**src/rtl/ipi_dec_pkg.sv**
```systemverilog
package ipi_dec_pkg;
  localparam int CMD_W  = 64;
  localparam int CORE_W = 10;
  localparam int ADDR_W = 16;
  localparam int WORD_W = 32;
  localparam int LANES  = WORD_W / 8;

  typedef enum logic [1:0] {
    KIND_BELL = 2'd0,
    KIND_MBOX = 2'd1,
    KIND_OFFS = 2'd2,
    KIND_RSVD = 2'd3
  } cmd_kind_e;

  typedef enum logic [1:0] {
    OP_READ = 2'd0,
    OP_WRITE = 2'd1,
    OP_SETBITS = 2'd2
  } req_op_e;

  typedef enum logic [2:0] {
    S_IDLE, S_RD_REQ, S_RD_WAIT, S_WR_REQ, S_WR_WAIT, S_FIN
  } seq_state_e;

  typedef struct packed {
    logic              tgt_ok;
    logic              is_set;
    logic [CORE_W-1:0] core;
    logic [ADDR_W-1:0] addr;
    logic [WORD_W-1:0] data;
    logic [LANES-1:0]  keep;
  } plan_t;
endpackage

```
**src/rtl/ipi_cmd_decode.sv**
```systemverilog
module ipi_cmd_decode
  import ipi_dec_pkg::*;
#(
  parameter int                NUM_CORES   = 16,
  parameter logic [ADDR_W-1:0] STATUS_ADDR = 16'h0000,
  parameter logic [ADDR_W-1:0] MBOX_BASE   = 16'h0020
) (
  input  logic [1:0]       kind,
  input  logic [CMD_W-1:0] cmd,
  output plan_t            plan
);
  localparam int CORE_LSB = 16;
  localparam int KEEP_LSB = 27;
  localparam int DATA_LSB = 32;

  logic [CORE_W-1:0] core_id;
  logic              core_ok;
  logic              kind_ok;

  assign core_id = cmd[CORE_LSB +: CORE_W];
  assign core_ok = 32'(core_id) < 32'(NUM_CORES);
  assign kind_ok = kind != KIND_RSVD;

  always_comb begin
    plan        = '0;
    plan.tgt_ok = core_ok && kind_ok;
    plan.core   = core_id;
    plan.is_set = kind == KIND_BELL;
    case (kind)
      KIND_BELL: begin
        plan.addr = STATUS_ADDR;
        plan.data = WORD_W'(1) << cmd[4:0];
        plan.keep = '0;
      end
      KIND_MBOX: begin
        plan.addr = MBOX_BASE + ADDR_W'({cmd[4:2], 2'b00});
        plan.data = cmd[DATA_LSB +: WORD_W];
        plan.keep = cmd[KEEP_LSB +: LANES];
      end
      KIND_OFFS: begin
        plan.addr = cmd[ADDR_W-1:0];
        plan.data = cmd[DATA_LSB +: WORD_W];
        plan.keep = cmd[KEEP_LSB +: LANES];
      end
      default: begin
        plan.addr = '0;
        plan.data = '0;
        plan.keep = '0;
      end
    endcase
  end
endmodule

```
**src/rtl/ipi_byte_merge.sv**
```systemverilog
module ipi_byte_merge
  import ipi_dec_pkg::*;
(
  input  logic [WORD_W-1:0] old_word,
  input  logic [WORD_W-1:0] new_word,
  input  logic [LANES-1:0]  keep,
  output logic [WORD_W-1:0] merged
);
  for (genvar i = 0; i < LANES; i++) begin : g_lane
    assign merged[i*8 +: 8] = keep[i] ? old_word[i*8 +: 8] : new_word[i*8 +: 8];
  end
endmodule

```
**src/rtl/ipi_cmd_seq.sv**
```systemverilog
module ipi_cmd_seq
  import ipi_dec_pkg::*;
(
  input  logic              clk,
  input  logic              rst_n,
  input  logic              cmd_valid,
  output logic              cmd_ready,
  input  plan_t             plan,
  output logic              req_valid,
  input  logic              req_ready,
  output logic [CORE_W-1:0] req_core,
  output logic [ADDR_W-1:0] req_addr,
  output logic [1:0]        req_op,
  output logic [WORD_W-1:0] req_wdata,
  input  logic              rsp_valid,
  input  logic              rsp_err,
  input  logic [WORD_W-1:0] rsp_rdata,
  output logic              done_valid,
  output logic              done_err
);
  seq_state_e        state;
  plan_t             plan_q;
  logic [WORD_W-1:0] word_q;
  logic [WORD_W-1:0] merged;
  logic              err_q;

  ipi_byte_merge u_merge (
    .old_word (rsp_rdata),
    .new_word (word_q),
    .keep     (plan_q.keep),
    .merged   (merged)
  );

  always_ff @(posedge clk) begin
    if (!rst_n) begin
      state  <= S_IDLE;
      plan_q <= '0;
      word_q <= '0;
      err_q  <= 1'b0;
    end else begin
      case (state)
        S_IDLE: if (cmd_valid) begin
          plan_q <= plan;
          word_q <= plan.data;
          err_q  <= !plan.tgt_ok;
          if (!plan.tgt_ok)          state <= S_FIN;
          else if (plan.keep != '0) state <= S_RD_REQ;
          else                       state <= S_WR_REQ;
        end
        S_RD_REQ: if (req_ready) state <= S_RD_WAIT;
        S_RD_WAIT: if (rsp_valid) begin
          if (rsp_err) begin
            err_q <= 1'b1;
            state <= S_FIN;
          end else begin
            word_q <= merged;
            state  <= S_WR_REQ;
          end
        end
        S_WR_REQ: if (req_ready) state <= S_WR_WAIT;
        S_WR_WAIT: if (rsp_valid) begin
          err_q <= rsp_err;
          state <= S_FIN;
        end
        S_FIN:   state <= S_IDLE;
        default: state <= S_IDLE;
      endcase
    end
  end

  always_comb begin
    cmd_ready  = state == S_IDLE;
    req_valid  = (state == S_RD_REQ) || (state == S_WR_REQ);
    req_core   = plan_q.core;
    req_addr   = plan_q.addr;
    req_wdata  = word_q;
    if (state == S_RD_REQ)  req_op = OP_READ;
    else if (plan_q.is_set) req_op = OP_SETBITS;
    else                    req_op = OP_WRITE;
    done_valid = state == S_FIN;
    done_err   = (state == S_FIN) && err_q;
  end
endmodule

```
**src/rtl/ipi_send_decoder.sv**
```systemverilog
module ipi_send_decoder
  import ipi_dec_pkg::*;
#(
  parameter int                NUM_CORES   = 16,
  parameter logic [ADDR_W-1:0] STATUS_ADDR = 16'h0000,
  parameter logic [ADDR_W-1:0] MBOX_BASE   = 16'h0020
) (
  input  logic        clk,
  input  logic        rst_n,
  input  logic        cmd_valid,
  output logic        cmd_ready,
  input  logic [1:0]  cmd_kind,
  input  logic [63:0] cmd_data,
  output logic        req_valid,
  input  logic        req_ready,
  output logic [9:0]  req_core,
  output logic [15:0] req_addr,
  output logic [1:0]  req_op,
  output logic [31:0] req_wdata,
  input  logic        rsp_valid,
  input  logic        rsp_err,
  input  logic [31:0] rsp_rdata,
  output logic        done_valid,
  output logic        done_err
);
  plan_t plan;

  ipi_cmd_decode #(
    .NUM_CORES   (NUM_CORES),
    .STATUS_ADDR (STATUS_ADDR),
    .MBOX_BASE   (MBOX_BASE)
  ) u_decode (
    .kind (cmd_kind),
    .cmd  (cmd_data),
    .plan (plan)
  );

  ipi_cmd_seq u_seq (
    .clk        (clk),
    .rst_n      (rst_n),
    .cmd_valid  (cmd_valid),
    .cmd_ready  (cmd_ready),
    .plan       (plan),
    .req_valid  (req_valid),
    .req_ready  (req_ready),
    .req_core   (req_core),
    .req_addr   (req_addr),
    .req_op     (req_op),
    .req_wdata  (req_wdata),
    .rsp_valid  (rsp_valid),
    .rsp_err    (rsp_err),
    .rsp_rdata  (rsp_rdata),
    .done_valid (done_valid),
    .done_err   (done_err)
  );
endmodule

```
**config.mk**
```make
export PLATFORM = sky130hd
export DESIGN_NAME = ipi_send_decoder
export DESIGN_NICKNAME = d
export VERILOG_FILES = /design/src/rtl/ipi_dec_pkg.sv /design/src/rtl/ipi_cmd_decode.sv /design/src/rtl/ipi_byte_merge.sv /design/src/rtl/ipi_cmd_seq.sv /design/src/rtl/ipi_send_decoder.sv
export SDC_FILE = /design/constraint.sdc
export NUM_CORES = 1
export LEC_CHECK = 0
export ABC_AREA = 1
export BUFFER_PORTS_ARGS = -buffer_cell sky130_fd_sc_hd__buf_2
export CORE_ASPECT_RATIO = 1.2
export CORE_MARGIN = 2
export CORE_UTILIZATION = 52
export CTS_CLUSTER_DIAMETER = 100
export DETAILED_ROUTE_END_ITERATION = 7
export PLACE_DENSITY = 0.85
export RECOVER_POWER = 25
export SLEW_MARGIN = 0
export SYNTH_ARGS = -nofsm -noshare
export SYNTH_HDL_FRONTEND = slang
export SYNTH_SLANG_ARGS = --single-unit
```
**constraint.sdc**
```tcl
create_clock -name clk -period 3.4 [get_ports clk]
set_input_delay 0.17 -clock clk [delete_from_list [all_inputs] [get_ports clk]]
set_output_delay 0.17 -clock clk [all_outputs]
set_load 0.005 [all_outputs]
```
==> run_results.csv <==
group,metric,value,unit
cells_and_area,multiInputGateArea,1840,um^2
sta,worst_slew_pin_slew,0.967,ns
yosys,synth_top_area_share,34.9,%
sta,finClkSkew,0.00979,ns
power_and_ir_drop,p_int,2.09,mW
floorplanning,die-area,8100,um^2
cts,path_clk_slew,0.07,ns
critical_path,crit_chain,"nand3_4, inv_2, nand2_1, nand2_1, inv_1, nand2_1, nand2_1, a21oi_1",
sta,rsz0062_at_grt,"no",
power_and_ir_drop,clkPwrFrac,23.4,%
yosys,synth_nets,695,
sta,fmax,440,MHz
global_route,grt_pass1_wl,17100,um
floorplanning,start_util,53.4,%
route,drc,0,
cts,postCtsSetupRepairBufs,0,
placement,routabilityCongestion,0.904,
cts,cts_tree,"yes",
placement,hpwl,8110,um
yosys,synth_edf_count,0,
floorplanning,boundaryPins,168,
sta,hold_violations,0,
global_route,track_usage,27.0,%
cells_and_area,num_antenna_cells,0,
critical_path,slowest_stage,"dfxtp_1",
floorplanning,core-area,7190,um^2
cts,clockBufferDepth,2,
yosys,yosys_warnings,0,
floorplanning,rows,34,
cts,cts_buffers,9,
cts,cts_resized,0,
critical_path,end_kind,"flop",
sta,period_minus_slack,2.27,ns
run_status,status,"complete, no violations",
critical_path,crit_path_max_incr_delay,0.65,ns
power_and_ir_drop,p_seq_share,34.0,%
route,ant_nets,0,
route,drtPass1Iterations,5,
yosys,syn_area,3840,um^2
min_path,hold_class,"input port to flop",
power_and_ir_drop,total_power,3.48,mW
route,viasPerCell,5.27,
cells_and_area,syn_to_final_growth,21.1,%
critical_path,critPathKind,"flop to flop",
critical_path,crit_path_frequent_cell,"nand2_1",
global_route,grt_pass1_vias,3923,
run,maxCapViolations,0,
power_and_ir_drop,sw_frac_of_total,39.9,%
floorplanning,die_x,82.5,um
yosys,synthTopCellsByArea,"dfxtp_1, nand2_1, a21oi_1",
cells_and_area,final_common_cell,"nand2_1",
critical_path,cp_max_fo,37,
power_and_ir_drop,p_per_area,749,nW/um^2
cts,cts_sinks,67,
sta,whs,0.0698,ns
cts,hold_buffers,0,
cells_and_area,drive_gt1_share,25.9,%
cts,cts.htree.levels,3,
yosys,async_flop_share,0,%
cts,insertion_delay,0.35,ns
cells_and_area,nNetsFinal,813,
yosys,ys_types,32,
cts,cts-root-buf,"clkbuf_8",
route,vias,4236,
yosys,syn_avg_cell_area,6.50,um^2
yosys,synth_ff_type,"dfxtp_1",
power_and_ir_drop,peakVddDrop,467,uV
floorplanning,die_h,98.2,um
yosys,synth_top_area_cell,"dfxtp_1",
placement,io_buffers,165,
sta,maxSlewViolCount,0,
global_route,antenna_found_initial,0,
global_route,grt_overflow,0,
power_and_ir_drop,switchingPower,1.39,mW
cells_and_area,seqCellArea,1340,um^2
yosys,synth_seq_cells,67,
critical_path,arrival,2.53,ns
global_route,grt_start_max_net_pins,39,
critical_path,start_kind,"flop",
sta,finalSetupViolCount,0,
power_and_ir_drop,combinationalPowerShare,42.6,%
route,post_drt_wl_per_cell,13.8,um
sta,fin_tns_setup,0,ns
cells_and_area,fillers,693,
yosys,syn_inst,591,
route,wl,11100,um
sta,min_period_over_period,66.8,%
cells_and_area,layout_common_cells,"nand2_1, buf_2, a21oi_1",
sta,relSlewSlack,35.5,%
critical_path,required,3.66,ns
power_and_ir_drop,power.leakage,2.39,nW
yosys,ys_seq_area_share,34.9,%
route,drtIter0Drc,305,
[synth_stat cells (4+ instances only)]
library cell,number
nand2_1,158
a21oi_1,89
inv_1,73
dfxtp_1,67
nor2_1,39
buf_4,26
nand3_1,23
clkbuf_1,20
o21ai_0,20
nand4_1,13
o22ai_1,10
buf_2,6
buf_6,5
nand2_4,5
o211ai_1,5
a22o_1,4
inv_2,4
[path summary, 6_finish.rpt]
check / start / to / slack, ns / depth (start not counted)
worst min-delay path: cmd_data[19] / u_seq.req_core[3]$_SDFFE_PN0P_ / 0.07 / 3
worst max-delay path: u_seq.state[1]$_SDFFE_PN0P_ / u_seq.state[1]$_SDFFE_PN0P_ / 1.13 / 8
worst min register to register: u_seq.req_addr[7]$_SDFFE_PN0P_ / u_seq.req_addr[7]$_SDFFE_PN0P_ / 0.47 / 2
worst max register to register: u_seq.state[1]$_SDFFE_PN0P_ / u_seq.state[1]$_SDFFE_PN0P_ / 1.13 / 8
[final cells by class]
cell class | instances | area share, %
clock inverter | 5 | 2.15
tap | 90 | 2.42
sequential | 67 | 28.8
multi-input combinational | 386 | 39.6
timing repair buffer | 167 | 17.7
inverter | 78 | 6.35
clock buffer | 11 | 3.04
[power groups by stage]
stage	clock (mW)	combinational [mW]	sequential, mW
after global placement	0	1.44	1.18
after CTS	0.827	1.50	1.18
after floorplan	0	1.14	1.18
after global routing	0.853	1.70	1.21
after detailed placement	0	1.49	1.20
final	0.815	1.49	1.18
[state kept, by name, indices dropped and copies added, names as in the netlist]
| register | count |
|---|---|
| u_seq.err_q | 1 |
| u_seq.plan_q | 5 |
| u_seq.req_addr | 16 |
| u_seq.req_core | 10 |
| u_seq.req_wdata | 32 |
| u_seq.state | 3 |
[routing by layer]
| metal | global-route usage, % | routed length [um] | up-vias |
|---|---|---|---|
| met1 | 30.8 | 4340 | 1890 |
| met4 | 12.9 | 312 | 0 |
| met3 | 7.58 | 1080 | 30 |
| met5 | 0 | 0 | - |
| li1 | - | - | 2102 |
| met2 | 45.2 | 5330 | 214 |
[critical path: cells and delay by family, from the launching register on]
family / cells / cell delay [ns]
AOI/OAI and AO/OA: 1 / 0.11
buffers and inverters: 2 / 0.66
DFF: 1 / 0.65
and+or+nand+nor: 5 / 0.76
[per-stage QoR]
step                util (%)  instances  instance area (um^2)  setup slack, ns
floorplan                  -        591                  3840             1.95
global placement        61.6        788                  4430             1.20
detailed placement      61.6        788                  4430             1.13
CTS                     65.0        804                  4670             1.11
global route            64.7        804                  4650            0.935
finish                  64.7        804                  4650             1.13
[logic make-up (layout without fill, tap and decap cells)]
kind of cell	Yosys count	after routing	share of synthesized area (%)
and+or+nand+nor	247	247	27.8
buffers and inverters	138	261	17.3
AOI/OAI and AO/OA	139	139	20.0
DFF	67	67	34.9
(Power assumes the default switching activity.)
